$ cat src/rtl/ptw_pkg.sv
package ptw_pkg;
  typedef enum logic [1:0] {
    TRAP_NONE = 2'd0,
    TRAP_PAGE = 2'd1,
    TRAP_PROT = 2'd2
  } trap_e;

  typedef enum logic [1:0] {
    ST_IDLE = 2'd0,
    ST_PTE  = 2'd1,
    ST_DATA = 2'd2,
    ST_DONE = 2'd3
  } walk_st_e;
endpackage

$ cat src/rtl/ptw_base_reg.sv
module ptw_base_reg #(
  parameter int AW = 32
) (
  input  logic          clk,
  input  logic          rst_n,
  input  logic          wr_en,
  input  logic [AW-1:0] wr_data,
  input  logic          busy,
  output logic [AW-1:0] base_o
);
  logic [AW-1:0] base_q, base_d, hold_q, hold_d;
  logic          pend_q, pend_d;

  always_comb begin
    base_d = base_q;
    hold_d = hold_q;
    pend_d = pend_q;
    if (!busy) begin
      pend_d = 1'b0;
      if (wr_en)       base_d = wr_data;
      else if (pend_q) base_d = hold_q;
    end else if (wr_en) begin
      pend_d = 1'b1;
      hold_d = wr_data;
    end
  end

  always_ff @(posedge clk or negedge rst_n) begin
    if (!rst_n) begin
      base_q <= '0;
      hold_q <= '0;
      pend_q <= 1'b0;
    end else begin
      base_q <= base_d;
      hold_q <= hold_d;
      pend_q <= pend_d;
    end
  end

  assign base_o = base_q;

  // the base seen by a walk never moves while that walk is in flight
  a_r8_base_frozen: assert property (@(posedge clk) disable iff (!rst_n)
    (busy && $past(busy)) |-> $stable(base_q));
endmodule

$ cat src/rtl/ptw_pte_check.sv
module ptw_pte_check
  import ptw_pkg::*;
(
  input  logic  valid_i,
  input  logic  writable_i,
  input  logic  is_write_i,
  output trap_e trap_o
);
  // invalid entry outranks the permission check
  always_comb begin
    if (!valid_i)                      trap_o = TRAP_PAGE;
    else if (is_write_i && !writable_i) trap_o = TRAP_PROT;
    else                               trap_o = TRAP_NONE;
  end
endmodule

$ cat src/rtl/pt_walker.sv
module pt_walker
  import ptw_pkg::*;
#(
  parameter int VA_W      = 32,
  parameter int OFF_W     = 12,
  parameter int FRAME_W   = 20,
  parameter int WORD_W    = 32,
  parameter int VALID_BIT = 31,
  parameter int WR_BIT    = 30
) (
  input  logic                  clk,
  input  logic                  rst_n,
  input  logic                  base_wr_en,
  input  logic [VA_W-1:0]       base_wr_data,
  input  logic                  req_valid,
  output logic                  req_ready,
  input  logic [VA_W-1:0]       req_vaddr,
  input  logic                  req_write,
  input  logic                  req_fetch,
  output logic                  mem_rd_en,
  output logic [VA_W-1:0]       mem_addr,
  input  logic                  mem_rd_valid,
  input  logic [WORD_W-1:0]     mem_rd_data,
  output logic                  rsp_valid,
  input  logic                  rsp_ack,
  output logic [FRAME_W+OFF_W-1:0] rsp_paddr,
  output logic [WORD_W-1:0]     rsp_data,
  output logic [1:0]            rsp_trap,
  output logic [1:0]            rsp_refs,
  output logic [VA_W-OFF_W-1:0] fault_vpn
);
  localparam int VPN_W = VA_W - OFF_W;
  localparam int PA_W  = FRAME_W + OFF_W;
  localparam int REF_W = 2;

  walk_st_e          st_q, st_d;
  logic [VA_W-1:0]   va_q, va_d;
  logic              wr_q, wr_d, fe_q, fe_d;
  logic [PA_W-1:0]   pa_q, pa_d;
  logic [WORD_W-1:0] dat_q, dat_d;
  trap_e             trap_q, trap_d, chk_trap;
  logic [REF_W-1:0]  refs_q, refs_d;
  logic [VPN_W-1:0]  fv_q, fv_d;
  logic [VA_W-1:0]   base;
  logic [VA_W-1:0]   pte_addr;
  logic              busy;

  assign busy = (st_q != ST_IDLE);

  ptw_base_reg #(.AW(VA_W)) i_base (
    .clk     (clk),
    .rst_n   (rst_n),
    .wr_en   (base_wr_en),
    .wr_data (base_wr_data),
    .busy    (busy),
    .base_o  (base)
  );

  ptw_pte_check i_chk (
    .valid_i    (mem_rd_data[VALID_BIT]),
    .writable_i (mem_rd_data[WR_BIT]),
    .is_write_i (wr_q),
    .trap_o     (chk_trap)
  );

  assign pte_addr = base + VA_W'(va_q[VA_W-1:OFF_W]);

  always_comb begin
    st_d   = st_q;
    va_d   = va_q;
    wr_d   = wr_q;
    fe_d   = fe_q;
    pa_d   = pa_q;
    dat_d  = dat_q;
    trap_d = trap_q;
    refs_d = refs_q;
    fv_d   = fv_q;
    unique case (st_q)
      ST_IDLE: if (req_valid) begin
        va_d   = req_vaddr;
        wr_d   = req_write;
        fe_d   = req_fetch;
        pa_d   = '0;
        dat_d  = '0;
        trap_d = TRAP_NONE;
        refs_d = '0;
        st_d   = ST_PTE;
      end
      ST_PTE: if (mem_rd_valid) begin
        refs_d = refs_q + 1'b1;
        trap_d = chk_trap;
        if (chk_trap != TRAP_NONE) begin
          fv_d = va_q[VA_W-1:OFF_W];
          st_d = ST_DONE;
        end else begin
          pa_d = {mem_rd_data[FRAME_W-1:0], va_q[OFF_W-1:0]};
          st_d = fe_q ? ST_DATA : ST_DONE;
        end
      end
      ST_DATA: if (mem_rd_valid) begin
        refs_d = refs_q + 1'b1;
        dat_d  = mem_rd_data;
        st_d   = ST_DONE;
      end
      ST_DONE: if (rsp_ack) st_d = ST_IDLE;
      default: st_d = ST_IDLE;
    endcase
  end

  always_ff @(posedge clk or negedge rst_n) begin
    if (!rst_n) begin
      st_q   <= ST_IDLE;
      va_q   <= '0;
      wr_q   <= 1'b0;
      fe_q   <= 1'b0;
      pa_q   <= '0;
      dat_q  <= '0;
      trap_q <= TRAP_NONE;
      refs_q <= '0;
      fv_q   <= '0;
    end else begin
      st_q   <= st_d;
      va_q   <= va_d;
      wr_q   <= wr_d;
      fe_q   <= fe_d;
      pa_q   <= pa_d;
      dat_q  <= dat_d;
      trap_q <= trap_d;
      refs_q <= refs_d;
      fv_q   <= fv_d;
    end
  end

  assign req_ready = (st_q == ST_IDLE);
  assign rsp_valid = (st_q == ST_DONE);
  assign mem_rd_en = (st_q == ST_PTE) || (st_q == ST_DATA);
  assign mem_addr  = (st_q == ST_DATA) ? VA_W'(pa_q) : pte_addr;
  assign rsp_paddr = pa_q;
  assign rsp_data  = dat_q;
  assign rsp_trap  = trap_q;
  assign rsp_refs  = refs_q;
  assign fault_vpn = fv_q;

  // a pending response blocks new requests
  a_r6_one_walk: assert property (@(posedge clk) disable iff (!rst_n)
    rsp_valid |-> !req_ready);

  // response held until acknowledged
  a_r6_rsp_hold: assert property (@(posedge clk) disable iff (!rst_n)
    (rsp_valid && !rsp_ack) |=> (rsp_valid && $stable(rsp_paddr) &&
      $stable(rsp_data) && $stable(rsp_trap) && $stable(rsp_refs)));

  // a read request keeps its address until answered
  a_r6_rd_held: assert property (@(posedge clk) disable iff (!rst_n)
    (mem_rd_en && !mem_rd_valid) |=> (mem_rd_en && $stable(mem_addr)));

  // a trapped walk used only the entry read
  a_r3_trap_one_ref: assert property (@(posedge clk) disable iff (!rst_n)
    (rsp_valid && rsp_trap != 2'd0) |-> (rsp_refs == 2'd1 && rsp_data == '0));

  // a finished walk used one or two references
  a_r5_refs_legal: assert property (@(posedge clk) disable iff (!rst_n)
    rsp_valid |-> (rsp_refs == 2'd1 || rsp_refs == 2'd2));
endmodule

$ cat config.mk
export PLATFORM = sky130hd
export DESIGN_NAME = pt_walker
export DESIGN_NICKNAME = d
export VERILOG_FILES = /design/src/rtl/ptw_pkg.sv /design/src/rtl/ptw_base_reg.sv /design/src/rtl/ptw_pte_check.sv /design/src/rtl/pt_walker.sv
export SDC_FILE = /design/constraint.sdc
export NUM_CORES = 1
export LEC_CHECK = 0
export ABC_AREA = 1
export CORE_UTILIZATION = 55
export DETAILED_ROUTE_END_ITERATION = 6
export PLACE_DENSITY_LB_ADDON = 0.1
export SYNTH_ARGS = -nofsm -noshare
export SYNTH_HDL_FRONTEND = slang
export SYNTH_SLANG_ARGS = --single-unit
$ cat constraint.sdc
create_clock -name clk -period 4.4 [get_ports clk]
set_clock_uncertainty 0.1 [all_clocks]
set_input_delay 0.44 -clock clk [delete_from_list [all_inputs] [get_ports clk]]
set_output_delay 0.44 -clock clk [all_outputs]
set_load 0.02 [all_outputs]
==> results.sh <==
export IMPL_detailed_place_hpwl_mm=19.0
export IMPL_clkTransAtPathRegs_ns=0.08
export IMPL_postSynthCellCount=1174
export IMPL_worst_ep_required_time_ns=3.86
export IMPL_rows=48
export IMPL_ys_flop_type="dfrtp_1"
export IMPL_synth_edff_count=0
export IMPL_floorplan_initialDensity_pct=56.5
export IMPL_wire_per_inst_um=16.3
export IMPL_hp_class="input port to asynchronous set/reset pin"
export IMPL_clk_latency_ns=0.44
export IMPL_path_max_fanout=5
export IMPL_cts_buffer_depth=2
export IMPL_cts_sinks=189
export IMPL_endpoint_kind="primary output"
export IMPL_power_frac_seq_pct=26.5
export IMPL_whs_ns=0.0413
export IMPL_die_y_um=136
export IMPL_place_inst=1589
export IMPL_slew_headroom_pct=20.5
export IMPL_grt_pass1_vias=8246
export IMPL_n_antenna_cell=0
export IMPL_synth_top_area_cell="dfrtp_1"
export IMPL_ys_ff_latch=189
export IMPL_nFillCells=1343
export IMPL_power_density_nw_per_um2=897
export IMPL_grt_max_degree=123
export IMPL_yosysWarnings=0
export IMPL_cp_arrival_ns=3.16
export IMPL_syn_area_per_cell_um2=8.36
export IMPL_p_comb_share_pct=60.0
export IMPL_die_w_um=136
export IMPL_track_usage_pct=29.9
export IMPL_grt_busiest_layer="met2"
export IMPL_power_net_switching_mw=5.41
export IMPL_ctsHoldBuffers=0
export IMPL_yosysUniqueCellTypes=33
export IMPL_path_class="flop to primary output"
export IMPL_overflow=0
export IMPL_tightest_slew_ns=1.19
export IMPL_timing_final_crit_share_pct=84.0
export IMPL_die_area_um2=18400
export IMPL_p_clk_share_pct=13.6
export IMPL_drt_wl_total_mm=26.4
export IMPL_stdcell_count=1621
export IMPL_dr_pass1_iters=5
export IMPL_synthesis_nets=1303
export IMPL_drt_iter0_markers=648
export IMPL_layout_min_cycle_time_ns=3.70
export IMPL_routabilityCongestion=0.933
export IMPL_final_common_cell="nand2_1"
export IMPL_grt_use_met2_pct=51.2
export IMPL_final_layout_size_suffix_gt1_share_pct=9.96
export IMPL_seq_area_frac_synth_pct=48.2
export IMPL_drc=0
export IMPL_fin_nets=1512
export IMPL_cts_buffers_inserted=17
export IMPL_htreeDepth=4
export IMPL_via_count=8553
export IMPL_syn_area_um2=9810
export IMPL_gr_usage_met3_pct=6.58
export IMPL_synth_area_top_cells="dfrtp_1 (48%), nand2_1 (11%), mux2_2 (9.1%)"
export IMPL_synth_top_area_share_pct=48.2
export IMPL_grt_first_pass_wirelength_mm=42.5
export IMPL_tns_ns=0
export IMPL_ant_nets=0
export IMPL_async_flop_share_pct=100
export IMPL_status="completed"
export IMPL_met1_usage_pct=37.8
export IMPL_rsz0062_at_grt="false"
export IMPL_syn2layout_area_growth_pct=31.2
export IMPL_cp_start_kind="flop"
export IMPL_drv_cap=0
export IMPL_swShare_pct=46.8
export IMPL_ir_drop_uv=1040
export IMPL_slew_violations=0
export IMPL_cts_tree="done"
export IMPL_cts_root_buf="clkbuf_16"
export IMPL_final_cell_mix="nand2_1 (286), clkdlybuf4s50_1 (225), dfrtp_1 (189), inv_1 (166), nand3_1 (119)"
export IMPL_cts_setup_buffers=0
export IMPL_ios=227
export IMPL_p_int_mw=6.15
export IMPL_coreArea_um2=17400
export IMPL_setup_viol=0
export IMPL_finalHoldViolCount=0
export IMPL_p_leak_nw=5.96
export IMPL_fmax_mhz=271
export IMPL_drt_vias_per_instance=5.28
export IMPL_cts_resized=0
export IMPL_antenna_found_initial=0
export IMPL_port_buffers=226
[final timing paths]
| path | slack (ns) | end | from | cells past startpoint |
|---|---|---|---|---|
| setup / recovery | 0.70 | mem_addr[24] | va_q[12] | 12 |
| hold / removal | 0.04 | i_base.base_o[28] | rst_n | 1 |
| setup reg to reg | 1.40 | rsp_paddr[0] | st_q[1] | 7 |
| hold reg to reg | 0.39 | rsp_trap[1] | rsp_trap[1] | 2 |
| max in group asynchronous | 3.24 | rsp_paddr[21] | rst_n | 2 |
| min in group clk | 0.39 | rsp_trap[1] | rsp_trap[1] | 2 |
[synth_stat cells, drive strengths merged, types with 2 or more instances]
master	count
nor2	63
o211ai	8
nor3	7
nand3	119
buf	28
nand4	3
inv	170
clkbuf	20
a21oi	21
and2	2
a31oi	25
o21ai	109
mux2	79
xnor2	6
ha	24
dfrtp	189
nand3b	3
o22ai	2
nand2	286
or2	5
[routing by layer]
layer,vias to the layer above,routed length [µm]
met1,4084,11400
met4,0,425
li1,4219,-
met3,24,1370
met5,-,0
met2,226,13200
[sequential cells by signal (all words and copies together), names as in the netlist, 2 cells and up]
name / count
st_q: 2
fault_vpn: 20
i_base.hold_q: 32
va_q: 32
rsp_refs: 2
rsp_data: 32
rsp_paddr: 32
rsp_trap: 2
i_base.base_o: 32
[cell type report]
class,count,area (µm²),area share [%]
clock buffers,18,439,3.41
flip-flops and latches,189,4730,36.7
well taps,225,282,2.19
clock inverters,14,165,1.28
multi-input cells,767,4250,33.0
repair buffers,238,2380,18.5
inverters,170,638,4.95
[kinds of logic (layout without fill, tap and decap cells)]
family	Yosys count	after routing	share of synthesized area (%)
AOI/OAI and AO/OA	169	169	9.55
xor gates and xnor gates	6	6	0.535
buffers and inverters	218	440	8.76
and+or+nand+nor	488	488	20.6
muxes	79	79	9.06
adders and majority gates	25	25	3.26
DFF	189	189	48.2
[power groups by stage]
stage / Sequential (mW) / Clock [mW] / Combinational [mW]
after floorplan: 3.28 / 0 / 3.96
after global placement: 3.05 / 0 / 6.80
after detailed placement: 3.08 / 0 / 6.89
after CTS: 3.06 / 1.59 / 6.94
after global routing: 3.15 / 1.65 / 7.60
final: 3.06 / 1.57 / 6.93
[stage by stage]
stage	worst slack (ns)	utilization (%)	instance area (µm²)	power [mW]
final	0.704	74.2	12900	11.6
after global routing	0.550	74.2	12900	12.4
after CTS	0.713	74.2	12900	11.6
after detailed placement	1.19	70.7	12300	9.97
after global placement	1.24	70.7	12300	9.85
after floorplan	1.87	-	9810	7.24
[worst max-delay path, stage by stage (launching register included)]
cell and delay, ns:
dfrtp_1 0.40, ha_1 0.25, fa_1 0.46, nand3_1 0.12, nand3_1 0.14, nand2_1 0.09, nand3_1 0.16, nand2_1 0.16
nand3_1 0.10, nand2_1 0.06, nand3_1 0.09, nand2_1 0.09, clkdlybuf4s50_1 0.59
No activity file was read; power rests on OpenSTA's default activity.
